## src/rtl/uart_rx_errstat_pkg.sv

```systemverilog
package uart_rx_errstat_pkg;
  typedef struct packed {
    logic grabEarly;   // capture the first voted sample
    logic grabMid;     // capture the middle voted sample
    logic voteNow;     // last voted sample present, resolve the bit
    logic loadFrame;   // move the completed word and flags in
    logic clearErr;    // armed clear of the error flags
    logic clearAvail;  // data register read
  } rxStrobe_t;
endpackage

```

## src/rtl/uart_rx_errstat_ctrl.sv

```systemverilog
module uart_rx_errstat_ctrl
  import uart_rx_errstat_pkg::*;
#(
  parameter int OVS      = 16,
  parameter int VOTE_MID = 8
) (
  input  logic       clk,
  input  logic       rst_n,
  input  logic       sampleTick,
  input  logic       bitStart,
  input  logic       frameDone,
  input  logic       statusRead,
  input  logic       dataRead,
  output rxStrobe_t  strobe
);
  localparam int CNT_W = $clog2(OVS);
  localparam logic [CNT_W-1:0] IDX_EARLY = CNT_W'(VOTE_MID - 1);
  localparam logic [CNT_W-1:0] IDX_MID   = CNT_W'(VOTE_MID);
  localparam logic [CNT_W-1:0] IDX_LATE  = CNT_W'(VOTE_MID + 1);
  localparam logic [CNT_W-1:0] IDX_LAST  = CNT_W'(OVS - 1);

  logic [CNT_W-1:0] sampleCnt;
  logic [CNT_W-1:0] curIdx;
  logic             armed;

  assign curIdx = bitStart ? '0 : sampleCnt;

  always_ff @(posedge clk or negedge rst_n) begin
    if (!rst_n) begin
      sampleCnt <= IDX_LAST;
    end else if (sampleTick) begin
      sampleCnt <= (curIdx == IDX_LAST) ? IDX_LAST : curIdx + 1'b1;
    end
  end

  // Status read arms the clear; a data read or a new frame consumes it.
  always_ff @(posedge clk or negedge rst_n) begin
    if (!rst_n) begin
      armed <= 1'b0;
    end else if (frameDone || dataRead) begin
      armed <= 1'b0;
    end else if (statusRead) begin
      armed <= 1'b1;
    end
  end

  always_comb begin
    strobe            = '0;
    strobe.grabEarly  = sampleTick && (curIdx == IDX_EARLY);
    strobe.grabMid    = sampleTick && (curIdx == IDX_MID);
    strobe.voteNow    = sampleTick && (curIdx == IDX_LATE);
    strobe.loadFrame  = frameDone;
    strobe.clearAvail = dataRead;
    strobe.clearErr   = dataRead && armed && !frameDone;
  end

  // a frame load always leaves the clear disarmed
  p_frame_disarms_r8: assert property (@(posedge clk) disable iff (!rst_n)
    frameDone |=> !armed);

  // arming only follows a status read
  p_arm_from_status_r7: assert property (@(posedge clk) disable iff (!rst_n)
    $rose(armed) |-> $past(statusRead));
endmodule

```

## src/rtl/uart_rx_errstat_dp.sv

```systemverilog
module uart_rx_errstat_dp
  import uart_rx_errstat_pkg::*;
#(
  parameter int DATA_W = 8
) (
  input  logic              clk,
  input  logic              rst_n,
  input  rxStrobe_t         strobe,
  input  logic              rxLine,
  input  logic              parityEn,
  input  logic              parityOdd,
  input  logic              twoStop,
  input  logic [DATA_W-1:0] frameData,
  input  logic              frameParity,
  input  logic [1:0]        frameStop,
  output logic [DATA_W-1:0] rxData,
  output logic              dataAvail,
  output logic              noiseErr,
  output logic              frameErr,
  output logic              parityErr,
  output logic              voteBit,
  output logic              voteValid
);
  logic sEarly, sMid;
  logic majority, disagree;
  logic frameNoise;
  logic stopBad, parityBad, expParity;

  assign majority  = (sEarly & sMid) | (sEarly & rxLine) | (sMid & rxLine);
  assign disagree  = !((sEarly == sMid) && (sMid == rxLine));
  assign stopBad   = !frameStop[0] || (twoStop && !frameStop[1]);
  assign expParity = (^frameData) ^ parityOdd;
  assign parityBad = parityEn && (frameParity != expParity);

  always_ff @(posedge clk or negedge rst_n) begin
    if (!rst_n) begin
      sEarly    <= 1'b0;
      sMid      <= 1'b0;
      voteBit   <= 1'b0;
      voteValid <= 1'b0;
    end else begin
      if (strobe.grabEarly) sEarly <= rxLine;
      if (strobe.grabMid)   sMid   <= rxLine;
      if (strobe.voteNow)   voteBit <= majority;
      voteValid <= strobe.voteNow;
    end
  end

  always_ff @(posedge clk or negedge rst_n) begin
    if (!rst_n) begin
      frameNoise <= 1'b0;
    end else if (strobe.loadFrame) begin
      frameNoise <= strobe.voteNow && disagree;
    end else if (strobe.voteNow) begin
      frameNoise <= frameNoise | disagree;
    end
  end

  always_ff @(posedge clk or negedge rst_n) begin
    if (!rst_n) begin
      rxData    <= '0;
      dataAvail <= 1'b0;
      noiseErr  <= 1'b0;
      frameErr  <= 1'b0;
      parityErr <= 1'b0;
    end else if (strobe.loadFrame) begin
      rxData    <= frameData;
      dataAvail <= 1'b1;
      noiseErr  <= frameNoise;
      frameErr  <= stopBad;
      parityErr <= parityBad;
    end else begin
      if (strobe.clearAvail) dataAvail <= 1'b0;
      if (strobe.clearErr) begin
        noiseErr  <= 1'b0;
        frameErr  <= 1'b0;
        parityErr <= 1'b0;
      end
    end
  end

  // a vote strobe follows a sample tick
  p_vote_after_tick_r1: assert property (@(posedge clk) disable iff (!rst_n)
    voteValid |-> $past(strobe.voteNow));

  // a frame loaded with parity disabled never reports a parity error
  p_parity_off_r5: assert property (@(posedge clk) disable iff (!rst_n)
    (strobe.loadFrame && !parityEn) |=> !parityErr);

  // the noise flag only rises together with a frame load
  p_noise_with_load_r2: assert property (@(posedge clk) disable iff (!rst_n)
    $rose(noiseErr) |-> $past(strobe.loadFrame) && dataAvail);

  // a read without a new frame drops data-available
  p_avail_drop_r6: assert property (@(posedge clk) disable iff (!rst_n)
    (strobe.clearAvail && !strobe.loadFrame) |=> !dataAvail);
endmodule

```

## src/rtl/uart_rx_errstat.sv

```systemverilog
module uart_rx_errstat
  import uart_rx_errstat_pkg::*;
#(
  parameter int DATA_W   = 8,
  parameter int OVS      = 16,
  parameter int VOTE_MID = 8
) (
  input  logic              clk,
  input  logic              rst_n,
  input  logic              sampleTick,
  input  logic              bitStart,
  input  logic              rxLine,
  input  logic              parityEn,
  input  logic              parityOdd,
  input  logic              twoStop,
  input  logic              frameDone,
  input  logic [DATA_W-1:0] frameData,
  input  logic              frameParity,
  input  logic [1:0]        frameStop,
  input  logic              statusRead,
  input  logic              dataRead,
  output logic [DATA_W-1:0] rxData,
  output logic              dataAvail,
  output logic              noiseErr,
  output logic              frameErr,
  output logic              parityErr,
  output logic              voteBit,
  output logic              voteValid
);
  rxStrobe_t strobe;

  uart_rx_errstat_ctrl #(.OVS(OVS), .VOTE_MID(VOTE_MID)) ctrl_i (
    .clk(clk), .rst_n(rst_n), .sampleTick(sampleTick), .bitStart(bitStart),
    .frameDone(frameDone), .statusRead(statusRead), .dataRead(dataRead),
    .strobe(strobe)
  );

  uart_rx_errstat_dp #(.DATA_W(DATA_W)) dp_i (
    .clk(clk), .rst_n(rst_n), .strobe(strobe), .rxLine(rxLine),
    .parityEn(parityEn), .parityOdd(parityOdd), .twoStop(twoStop),
    .frameData(frameData), .frameParity(frameParity), .frameStop(frameStop),
    .rxData(rxData), .dataAvail(dataAvail), .noiseErr(noiseErr),
    .frameErr(frameErr), .parityErr(parityErr), .voteBit(voteBit),
    .voteValid(voteValid)
  );

  // without a frame load or a data read, the flags hold
  p_flags_hold_r7: assert property (@(posedge clk) disable iff (!rst_n)
    (!frameDone && !dataRead) |=>
      $stable(noiseErr) && $stable(frameErr) && $stable(parityErr));
endmodule

```

## config.mk

```make
export PLATFORM = sky130hd
export DESIGN_NAME = uart_rx_errstat
export DESIGN_NICKNAME = d
export VERILOG_FILES = /design/src/rtl/uart_rx_errstat_pkg.sv /design/src/rtl/uart_rx_errstat_ctrl.sv /design/src/rtl/uart_rx_errstat_dp.sv /design/src/rtl/uart_rx_errstat.sv
export SDC_FILE = /design/constraint.sdc
export NUM_CORES = 1
export LEC_CHECK = 0
export ABC_AREA = 1
export BUFFER_PORTS_ARGS = -buffer_cell sky130_fd_sc_hd__buf_2
export CAP_MARGIN = 0
export CELL_PAD_IN_SITES_DETAIL_PLACEMENT = 1
export CELL_PAD_IN_SITES_GLOBAL_PLACEMENT = 2
export CORE_ASPECT_RATIO = 1.25
export CORE_MARGIN = 5
export CORE_UTILIZATION = 25
export DETAILED_ROUTE_END_ITERATION = 10
export PLACE_DENSITY = 0.79
export SKIP_LAST_GASP = 1
export SYNTH_ARGS = -nofsm -noshare
export SYNTH_HDL_FRONTEND = slang
export SYNTH_SLANG_ARGS = --single-unit
```

## constraint.sdc

```tcl
create_clock -name clk -period 1.4 [get_ports clk]
set_clock_uncertainty 0.15 [all_clocks]
set_input_delay 0.14 -clock clk [delete_from_list [all_inputs] [get_ports clk]]
set_output_delay 0.14 -clock clk [all_outputs]
set_load 0.05 [all_outputs]
```

# Word level (Yosys, flattened, before mapping)
# Index checks and enable logic that the tools add are counted.
[op_classes]
n_reduce_logical = 20
n_eq_ne = 7
mux = 12
addsub = 1
bitwise_logic = 7
[ops]
columns = ["cell", "count"]
rows = [
  ["== test 4 bit, second input constant", 3],
  ["two-way mux 1 bit", 10],
  ["logical AND 1 bit", 9],
  ["two-way mux 4 bit", 2],
  ["nonzero test 2 bit", 4],
  ["parity 8 bit", 1],
  ["adder 4 x 1 -> 4 bit, second input constant", 1],
  ["== test 4 x 3 -> 1 bit, second input constant", 1],
  ["zero test 1 bit", 4],
  ["bitwise AND 1 bit", 3],
  ["bitwise OR 1 bit", 3],
  ["== test 1 bit", 2],
  ["logical OR 1 bit", 2],
  ["inequality test 1 bit", 1],
  ["XOR 1 bit", 1],
]
[totals]
out_inout_bits = 14
ff_bits = 22
elab_cells = 59
in_bits = 22

# Logic depth before layout (Yosys ltp)
[logic_depth]
ltp_word = 6
mapped_depth = 10
mapped_depth_nobuf = 10

# By module
# A second synthesis with hierarchy kept.
[unflattened]
cells_unflattened = 158
hier_area_um2 = 1177.4
[modules_own_cells]
columns = ["mod", "area_each_um2", "cells_each", "seq_area_each_um2", "n_inst"]
rows = [
  ["uart_rx_errstat_dp", 852.1, 112, 425.4, 1],
  ["uart_rx_errstat_ctrl", 325.3, 46, 130.1, 1],
]

# Least setup slack after synthesis
# No wires, ideal clock.
[synth_path]
path_kind = "register to register"
from = "reg ctrl_i.sampleCnt[0]"
to = "reg dp_i.sEarly"
setup_ns = 0.126
arrival_ns = 1.190
required_time_ns = 1.124
synth_period_minus_slack_ns = 1.466
stages_incl_launch_ff = 7
path_buffers = 0
slack_ns = -0.066
cell_sequence = "dfstp_2 -> inv_1 -> nor2_1 -> ha_1 -> nand4_1 -> nand2_1 -> o21ai_0"
[synth_via]
elab_chain_cells = 3
[synth_lines]
columns = ["element", "line_no", "text"]
rows = [
  ["from (decl)", "uart_rx_errstat_ctrl.sv:22", "logic [CNT_W-1:0] sampleCnt;"],
  ["from (signal assigned)", "uart_rx_errstat_ctrl.sv:32", "sampleCnt <= (curIdx == IDX_LAST) ? IDX_LAST : curIdx + 1'b1;"],
  ["two-way mux 4 bit", "uart_rx_errstat_ctrl.sv:26", "assign curIdx = bitStart ? '0 : sampleCnt;"],
  ["== test 4 x 3 -> 1 bit", "uart_rx_errstat_ctrl.sv:49", "strobe.grabEarly = sampleTick && (curIdx == IDX_EARLY);"],
  ["logical AND 1 bit", "uart_rx_errstat_ctrl.sv:49", ""],
  ["to (signal assigned)", "uart_rx_errstat_dp.sv:42", "if (strobe.grabEarly) sEarly <= rxLine;"],
  ["to (decl)", "uart_rx_errstat_dp.sv:24", "logic sEarly, sMid;"],
]
# No other way between the ends.
# A chain may end at the register's enable or synchronous reset.

==> impl_metrics.py <==
metrics = {
    "outcome": {
        "status": "finished with violations",
        "violations": "negative setup slack",
    },
    "setup_path": {
        "worst_path_max_delay_cell": "dfstp_2",
        "rr_worst_depth": 6,
        "critPathMaxStageDelay_ps": 550,
        "critPathTopFamily": "flip-flops",
        "cp_cell_sequence": "inv_2 -> nor2_4 -> ha_2 -> nor3b_4 -> nand2_1 -> o21ai_1",
        "cp_num_buf_inv": 1,
        "path_max_fanout": 4,
        "cp.depth": 6,
        "critPathKind": "reg -> reg",
        "worst_ep_arrival_time_ps": 1560,
        "crit_path_end_kind": "register",
        "cp-start-kind": "register",
        "required_ps": 1450,
    },
    "grt": {
        "grt_max_degree": 23,
        "antenna_found_initial": 0,
        "grt_overflow": 0,
        "track_usage_pct": 10.9,
        "grt_pass1_wl_um": 5310,
        "grt_pass1_vias": 1171,
    },
    "floorplanning": {
        "fp-row-count": 28,
        "die_area_sq_um": 6220,
        "core_area_sq_um": 4660,
        "initial_utilization_pct": 25.4,
        "die_w_um": 71.5,
        "die_h_um": 86.9,
        "io-pin-count": 36,
    },
    "sta": {
        "fin_tns_setup_ps": -632,
        "rsz0062_at_grt": "yes",
        "hold-worst-slack_ps": 2.50,
        "setup_viol": 8,
        "finalWorstPathRequiredPeriod_ps": 1510,
        "fin_crit_sh_pct": 108,
        "hold_viol": 0,
        "relSlewSlack_pct": 66.0,
        "fmax_ghz": 0.662,
        "worst_pin_slew_ps": 510,
        "slew_violations": 0,
        "setup_slack_ps": -110,
    },
    "place": {
        "io_buffers": 35,
        "post-place-ws_ps": -126,
        "dp.final_hpwl_um": 2430,
        "gp_congestion": 0.666,
    },
    "hold_path": {
        "holdPathStages": 3,
        "min_path_type": "in -> reg",
    },
    "cells_and_area": {
        "synthToLayoutAreaGrowth_pct": 42.4,
        "fillers": 581,
        "fin_util_pct": 36.2,
        "antenna_cells": 0,
        "drive_gt1_share_pct": 39.0,
        "nets": 233,
    },
    "clocking": {
        "cts_sinks": 22,
        "clkSlewWorstSetupHoldPaths_ps": 90,
        "ctsHtreeMaxLevel": 1,
        "root_buffer": "clkbuf_8",
        "clockBufferDepth": 2,
        "clock_latency_ps": 270,
        "cts_tree": "yes",
        "cts_buffers": 3,
    },
    "power": {
        "powerDensity_nw_per_um2": 1210,
        "leakagePower_nw": 0.929,
        "irDropWorstVdd_v": 0.000375,
        "finalPower_mw": 2.03,
    },
    "routing": {
        "first_iter_violations": 36,
        "ant_nets": 0,
        "via_count": 1156,
        "drtPass1Iterations": 3,
        "wl_per_cell_um": 12.5,
        "drcViolationCount": 0,
        "routed_via_density": 4.36,
        "wl_um": 3310,
    },
    "yosys": {
        "syn_inst": 150,
        "synth_warnings": 0,
        "syn-num-nets": 177,
        "ys_ff_latch": 22,
        "synthDistinctLibCells": 24,
        "netlist_area_sq_um": 1180,
        "ys_seq_area_share_pct": 46.9,
        "avgSynthCellArea_sq_um": 7.89,
    },
    "flow_run": {
        "max-cap-violations": 0,
    },
}
[power breakdown]
group	internal [mW]	switching (mW)
registers	0.732	0.0541
logic	0.230	0.410
clock network	0.382	0.224
total	1.34	0.688
[worst reg2reg max path: cells and delay by family, from the launching register on]
kind | cells | cell delay (ps)
compound gates | 1 | 80
fa+ha+maj | 1 | 180
buf+inv | 1 | 50
flops | 1 | 550
simple gates | 3 | 430
[kinds of logic after synthesis]
group | Yosys count | share of synthesized area, %
compound gates | 25 | 13.3
fa+ha+maj | 5 | 5.29
flops | 22 | 46.9
simple gates | 71 | 25.8
buf+inv | 27 | 8.67
[routing by layer]
layer  GRT usage [%]  share of wire (%)
met3            2.19                5.0
met1            12.5                 40
met4            3.59                1.2
met2            19.9                 54
met5               0                  0
[placed cells by master, fill, tap and decap left out, types with 2 or more instances in the layout]
cell and n:
nor2_4 3, dlygate4sd3_1 5, nand2_2 4, o21ai_1 3, ha_1 2, ha_2 3
inv_1 16, inv_2 10, buf_4 12, clkbuf_8 3, o21ai_2 2, nand4_1 2
dfstp_2 4, o21ai_0 12, nand2_1 52, buf_2 34, nand3_1 5, a22oi_1 2
dfrtp_1 18
[path summary, 6_finish.rpt]
kind	start	endpoint	slack, ps
min reg2reg	dp_i.rxData[4]	dp_i.rxData[4]	340
min	frameData[6]	dp_i.rxData[6]	2
max	ctrl_i.sampleCnt[0]	dp_i.voteBit	-110
max in group asynchronous	rst_n	ctrl_i.sampleCnt[2]	510
max reg2reg	ctrl_i.sampleCnt[0]	dp_i.voteBit	-110
min in group asynchronous	rst_n	dp_i.voteValid	220
[registers in the layout, indices dropped and copies added, names as in the netlist]
| register | cells |
|---|---|
| dp_i.rxData | 8 |
| ctrl_i.sampleCnt | 4 |
| ctrl_i.armed | 1 |
| dp_i.dataAvail | 1 |
| dp_i.frameErr | 1 |
| dp_i.frameNoise | 1 |
| dp_i.noiseErr | 1 |
| dp_i.parityErr | 1 |
| dp_i.sEarly | 1 |
| dp_i.sMid | 1 |
| dp_i.voteBit | 1 |
| dp_i.voteValid | 1 |
[synthesized netlist by cell type]
cell type	n	area share, %
nor2_4	1	0.95
a21oi_1	1	0.42
nor2_1	4	1.3
o21ai_1	2	0.85
nor3b_4	1	1.6
inv_1	21	6.7
a21boi_0	1	0.63
ha_1	5	5.3
dfstp_2	4	8.9
o21ai_0	13	5.5
nand2_2	1	0.53
a31oi_1	1	0.53
dfrtp_1	18	38
a22oi_1	2	1.3
o311a_1	1	0.85
nand3_1	6	2.5
nand4_1	2	1.1
inv_2	5	1.6
a22oi_2	1	1.1
buf_2	1	0.42
nand2_1	55	17
o21ai_2	2	1.5
a211o_1	1	0.74
nor3_1	1	0.42
[area by class of cell]
cell class / count / area (sq um) / share of cell area, %
repair buffers: 52 / 323 / 19.2
clock inverters: 1 / 30.0 / 1.78
flip-flops and latches: 22 / 556 / 33.0
multi-input cells: 101 / 563 / 33.4
clock buffers: 3 / 41.3 / 2.45
well taps: 60 / 75.1 / 4.45
inverters: 26 / 97.6 / 5.79
[per-stage QoR]
stage,instances,area [sq um]
after floorplan,150,1200
after global placement,249,1480
after detailed placement,249,1480
after CTS,263,1650
after global routing,265,1690
final,265,1690
[repair_timing]
| item | in CTS | in global routing |
|---|---|---|
| buffers inserted | 4 | 3 |
| hold buffers | 6 | 0 |
| endpoints found under the hold margin | 23 | 0 |
| pin swaps | 4 | 3 |
| endpoints found under the setup margin | 9 | 10 |
| gates resized for setup | 2 | 11 |
| cloned | 0 | 0 |
Note: power is estimated with default switching activity, not from simulation.
